File: src/rtl/ctr_pkg.sv
package ctr_pkg;

    typedef enum logic [1:0] {
        ACT_HOLD  = 2'd0,
        ACT_COUNT = 2'd1,
        ACT_LOAD  = 2'd2,
        ACT_CLEAR = 2'd3
    } ctr_act_e;

    typedef struct packed {
        logic clear;
        logic load;
        logic step;
    } ctr_req_t;

    function automatic int unsigned term_value(input bit decade, input int unsigned width);
        if (decade) return 9;
        return (1 << width) - 1;
    endfunction

endpackage

File: src/rtl/ctr_arbiter.sv
module ctr_arbiter
    import ctr_pkg::*;
(
    input  ctr_req_t req,
    output ctr_act_e act
);
    always_comb begin
        if (req.clear)      act = ACT_CLEAR;
        else if (req.load)  act = ACT_LOAD;
        else if (req.step)  act = ACT_COUNT;
        else                act = ACT_HOLD;
    end
endmodule

File: src/rtl/ctr_step.sv
module ctr_step #(
    parameter int unsigned WIDTH  = 4,
    parameter bit          DECADE = 1'b1
) (
    input  logic [WIDTH-1:0] cur,
    output logic [WIDTH-1:0] inc,
    output logic             at_term
);
    localparam logic [WIDTH-1:0] TERM = WIDTH'(ctr_pkg::term_value(DECADE, WIDTH));

    generate
        if (DECADE) begin : g_dec
            always_comb inc = (cur >= TERM) ? '0 : cur + WIDTH'(1);
        end else begin : g_bin
            always_comb inc = cur + WIDTH'(1);
        end
    endgenerate

    assign at_term = (cur == TERM);
endmodule

File: src/rtl/ctr_carry.sv
module ctr_carry (
    input  logic at_term,
    input  logic en_t,
    output logic carry
);
    assign carry = at_term & en_t;
endmodule

File: src/rtl/casc_counter.sv
module casc_counter
    import ctr_pkg::*;
#(
    parameter int unsigned WIDTH     = 4,
    parameter bit          DECADE    = 1'b1,
    parameter bit          ASYNC_CLR = 1'b0
) (
    input  logic             clk,
    input  logic             clr_n,
    input  logic             load_n,
    input  logic [WIDTH-1:0] din,
    input  logic             en_p,
    input  logic             en_t,
    output logic [WIDTH-1:0] q,
    output logic             carry
);
    localparam logic [WIDTH-1:0] TERM = WIDTH'(term_value(DECADE, WIDTH));

    logic [WIDTH-1:0] cnt;
    logic [WIDTH-1:0] cnt_inc;
    logic [WIDTH-1:0] cnt_next;
    logic             at_term;
    ctr_req_t         req;
    ctr_act_e         act;

    assign req.clear = ASYNC_CLR ? 1'b0 : ~clr_n;
    assign req.load  = ~load_n;
    assign req.step  = en_p & en_t;

    ctr_arbiter u_arb (.req(req), .act(act));

    ctr_step #(.WIDTH(WIDTH), .DECADE(DECADE)) u_step (
        .cur(cnt), .inc(cnt_inc), .at_term(at_term)
    );

    ctr_carry u_carry (.at_term(at_term), .en_t(en_t), .carry(carry));

    always_comb begin
        case (act)
            ACT_CLEAR: cnt_next = '0;
            ACT_LOAD:  cnt_next = din;
            ACT_COUNT: cnt_next = cnt_inc;
            default:   cnt_next = cnt;
        endcase
    end

    generate
        if (ASYNC_CLR) begin : g_aclr
            always_ff @(posedge clk or negedge clr_n) begin
                if (!clr_n) cnt <= '0;
                else        cnt <= cnt_next;
            end
            AST_ASYNC_CLEAR: assert property (@(posedge clk) !clr_n |-> q == '0);
        end else begin : g_sclr
            always_ff @(posedge clk) cnt <= cnt_next;
            AST_SYNC_CLEAR: assert property (@(posedge clk) !clr_n |=> q == '0);
        end
    endgenerate

    assign q = cnt;

    AST_LOAD_TAKES_DIN: assert property (@(posedge clk) disable iff (!clr_n)
        !load_n |=> q == $past(din));
    AST_COUNT_STEP: assert property (@(posedge clk) disable iff (!clr_n)
        (load_n && en_p && en_t && q < TERM) |=> q == $past(q) + WIDTH'(1));
    AST_HOLD_STABLE: assert property (@(posedge clk) disable iff (!clr_n)
        (load_n && !(en_p && en_t)) |=> $stable(q));
    AST_WRAP_ZERO: assert property (@(posedge clk) disable iff (!clr_n)
        (load_n && en_p && en_t && q >= TERM) |=> q == '0);
    AST_CARRY_GATED: assert property (@(posedge clk) disable iff (!clr_n)
        carry |-> (en_t && q == TERM));
endmodule

File: config.mk
export PLATFORM = sky130hd
export DESIGN_NAME = casc_counter
export DESIGN_NICKNAME = d
export VERILOG_FILES = /design/src/rtl/ctr_pkg.sv /design/src/rtl/ctr_arbiter.sv /design/src/rtl/ctr_step.sv /design/src/rtl/ctr_carry.sv /design/src/rtl/casc_counter.sv
export SDC_FILE = /design/constraint.sdc
export NUM_CORES = 1
export LEC_CHECK = 0
export ABC_AREA = 1
export BUFFER_PORTS_ARGS = -buffer_cell sky130_fd_sc_hd__clkbuf_2
export CORE_AREA = 3 3 40 42
export CTS_CLUSTER_SIZE = 30
export DETAILED_ROUTE_END_ITERATION = 10
export DIE_AREA = 0 0 43 45
export GPL_TIMING_DRIVEN = 0
export PLACE_DENSITY = 0.57
export SETUP_SLACK_MARGIN = 0.5
export SLEW_MARGIN = 10
export SYNTH_ARGS = -nofsm -noshare
export SYNTH_HDL_FRONTEND = slang
export SYNTH_SLANG_ARGS = --single-unit
File: constraint.sdc
create_clock -name clk -period 1.65 [get_ports clk]
set_input_delay 0.33 -clock clk [delete_from_list [all_inputs] [get_ports clk]]
set_output_delay 0.33 -clock clk [all_outputs]
set_load 0.02 [all_outputs]
==> results.txt <==
Status: complete, no violations
Initial core utilization: 0.2444
Fin Clk Skew: 0.001732 ns
Seq cells post-synth: 4
Leakage: 0.2881 nW
CP peak stage delay: 0.40 ns
Post-synthesis sequential area ratio: 0.3825
Max Slew Vio Count: 0
Antenna viol nets, final: 0
Die X: 43 um
Number of vias in the routed layout: 339
Post-Syn Instances: 37
Routability Congestion: 0.6796
Post-synthesis cell type count: 11
Post-synthesis mux area share: 0
DRC Markers: 0
Core ar.: 1285 um^2
TNS Setup: 0 ns
Port Buffer Count: 13
CTS tree: done
Maximum vdd ir drop: 345.9 uV
Hold WC Path Type: input port to register
P&R area growth vs syn: 94.42%
Num CTS Buffers: 3
DIE AREA: 1935 um^2
Net Count, Synth: 49
Crit path required time: 1.32 ns
Initial drt markers: 2
Max FFs per register: 4
All-layer global routing usage: 0.09799
Root Buffer: clkbuf_4
Antenna violations before repair: 0
Vias in the first global route: 351
Footprint of the multi-input gates: 252.7 um^2
Largest family of logic cells by synthesized area: simple AND/OR/NAND/NOR gates
Commonest non-fill, non-tap cells in the layout: clkbuf_2 (10), buf_4 (9), nand3_1 (7)
GRT overflow: 0
Crit Path Max Fanout: 2
First-pass GRT wire length: 1386 um
Syn. warnings: 0
Clock tree buffer depth: 2
Drt first pass iters: 2
Final setup violation count: 0
Cell Pwr Density: 643.7 nW/um^2
Unrepaired setup endpoints after global routing: true
Ant diodes: 0
Compound-Gate Fraction of Synth Area: 0
Setup crit start kind: register
Crit end category: primary output
Slew @ Worst Pin: 0.2170 ns
Final HPWL DP: 525.3 um
Final Hold Vio Count: 0
Cell Chain, Critical Path: inv_2 -> ha_4 -> nand2_2 -> nor3_4 -> clkbuf_8
Nets: 78
FF+latch area: 120.1 um^2
# fillers: 130
H-tree depth: 1
Fmax: 659.7 MHz
Vias per inst: 4.291
Critical-path top delay cell: edfxtp_1
Max-slew headroom: 0.8554
Row count: 13
Post-synthesis adder-cell area fraction: 0.1195
Clk Latency, worst-skew pair: 0.23 ns
Final Cycle Share: 0.9186
Die span in y: 45 um
Worst path arrival time: 1.19 ns
I/O pin total: 14
Post-synthesis xor/xnor area fraction: 0.05179
Final Cell Area: 610.6 um^2
Most common cell after layout, fill and taps aside: clkbuf_2
Share of layout cells above drive strength 1: 0.6719
Largest net degree at the start of global routing: 7
Final min period: 1.516 ns
Mapped Avg Cell Area: 8.488 um^2
Clock Sinks: 4
Synthesized area: 314.1 um^2
Hold Buf Count CTS: 0
Placed Area: 409.1 um^2
Pre-CTS setup slack: 0.2422 ns
Worst-path clk slew: 0.04 ns
Routed length per instance: 9.797 um
Setup ws final: 0.1343 ns
Total wire length: 774 um
CP Class: register to primary output
Max Cap Viol: 0
Simple-Gate Fraction of Synth Area: 0.3984
cell families after synthesis:
family                     after synthesis
xor gates and xnor gates                 1
adders and majority gates                3
buffers and inverters                    4
DFF                                      4
and+or+nand+nor                         25
where the power goes:
part | switching (mW) | total, mW | internal [mW]
sequential | 0.0103 | 0.133 | 0.123
clock | 0.0374 | 0.119 | 0.0812
combinational | 0.0696 | 0.141 | 0.0719
total | 0.117 | 0.393 | 0.276
synth_stat cells:
library cell | count | share of area
edfxtp_1 | 4 | 0.38
nor3_1 | 1 | 0.016
ha_1 | 3 | 0.12
inv_1 | 4 | 0.048
nand4_1 | 1 | 0.020
nand2_1 | 8 | 0.096
nand3_1 | 10 | 0.16
nor2_4 | 1 | 0.036
xor2_2 | 1 | 0.052
nand2_2 | 3 | 0.060
nor2_1 | 1 | 0.012
per-stage QoR:
stage               hold WS, ns  power (mW)  std cells  utilization
finish                   0.3992      0.3930         79       0.4752
global route             0.4060      0.4175         79       0.4752
CTS                      0.3933      0.3861         76       0.4528
detailed placement       0.6370      0.2093         65       0.3184
global placement         0.6366      0.2073         65       0.3184
floorplan                0.5438      0.1806         37            -
worst max-delay path: cells and delay by family (launching register included):
| family | cells | cell delay (ns) |
|---|---|---|
| buffers and inverters | 2 | 0.26 |
| AND/OR/NAND/NOR | 2 | 0.17 |
| adder cells (fa/ha/maj) | 1 | 0.13 |
| flip-flops | 1 | 0.40 |
metal layers:
layer / part of all wire / track usage / vias up
met5: 0 / 0 / -
met4: 0.019 / 0.07229 / 0
met3: 0.076 / 0.01195 / 2
met2: 0.51 / 0.1826 / 14
met1: 0.39 / 0.1005 / 145
li1: - / - / 178
what timing repair did:
action	in CTS	in global routing
gates resized for setup	21	3
setup endpoints to repair	9	9
cloned	0	0
pin swaps	4	0
setup buffers	8	3
cell type report:
cell class | instances | area share
Clock buffer | 3 | 0.03689
Tap cell | 15 | 0.03074
Timing Repair Buffer | 24 | 0.2930
Multi-Input combinational cell | 29 | 0.4139
Sequential cell | 4 | 0.1967
Inverter | 4 | 0.02869
worst paths after layout:
check              start  endpoint  slack, ns  depth (start not counted)
setup / recovery    q[1]     carry       0.13                          5
hold / removal    din[0]      q[0]       0.40                          3
setup reg to reg    q[0]      q[2]       0.23                          6
hold reg to reg     q[3]      q[3]       0.80                          3
No activity file was read; power rests on OpenSTA's default activity.
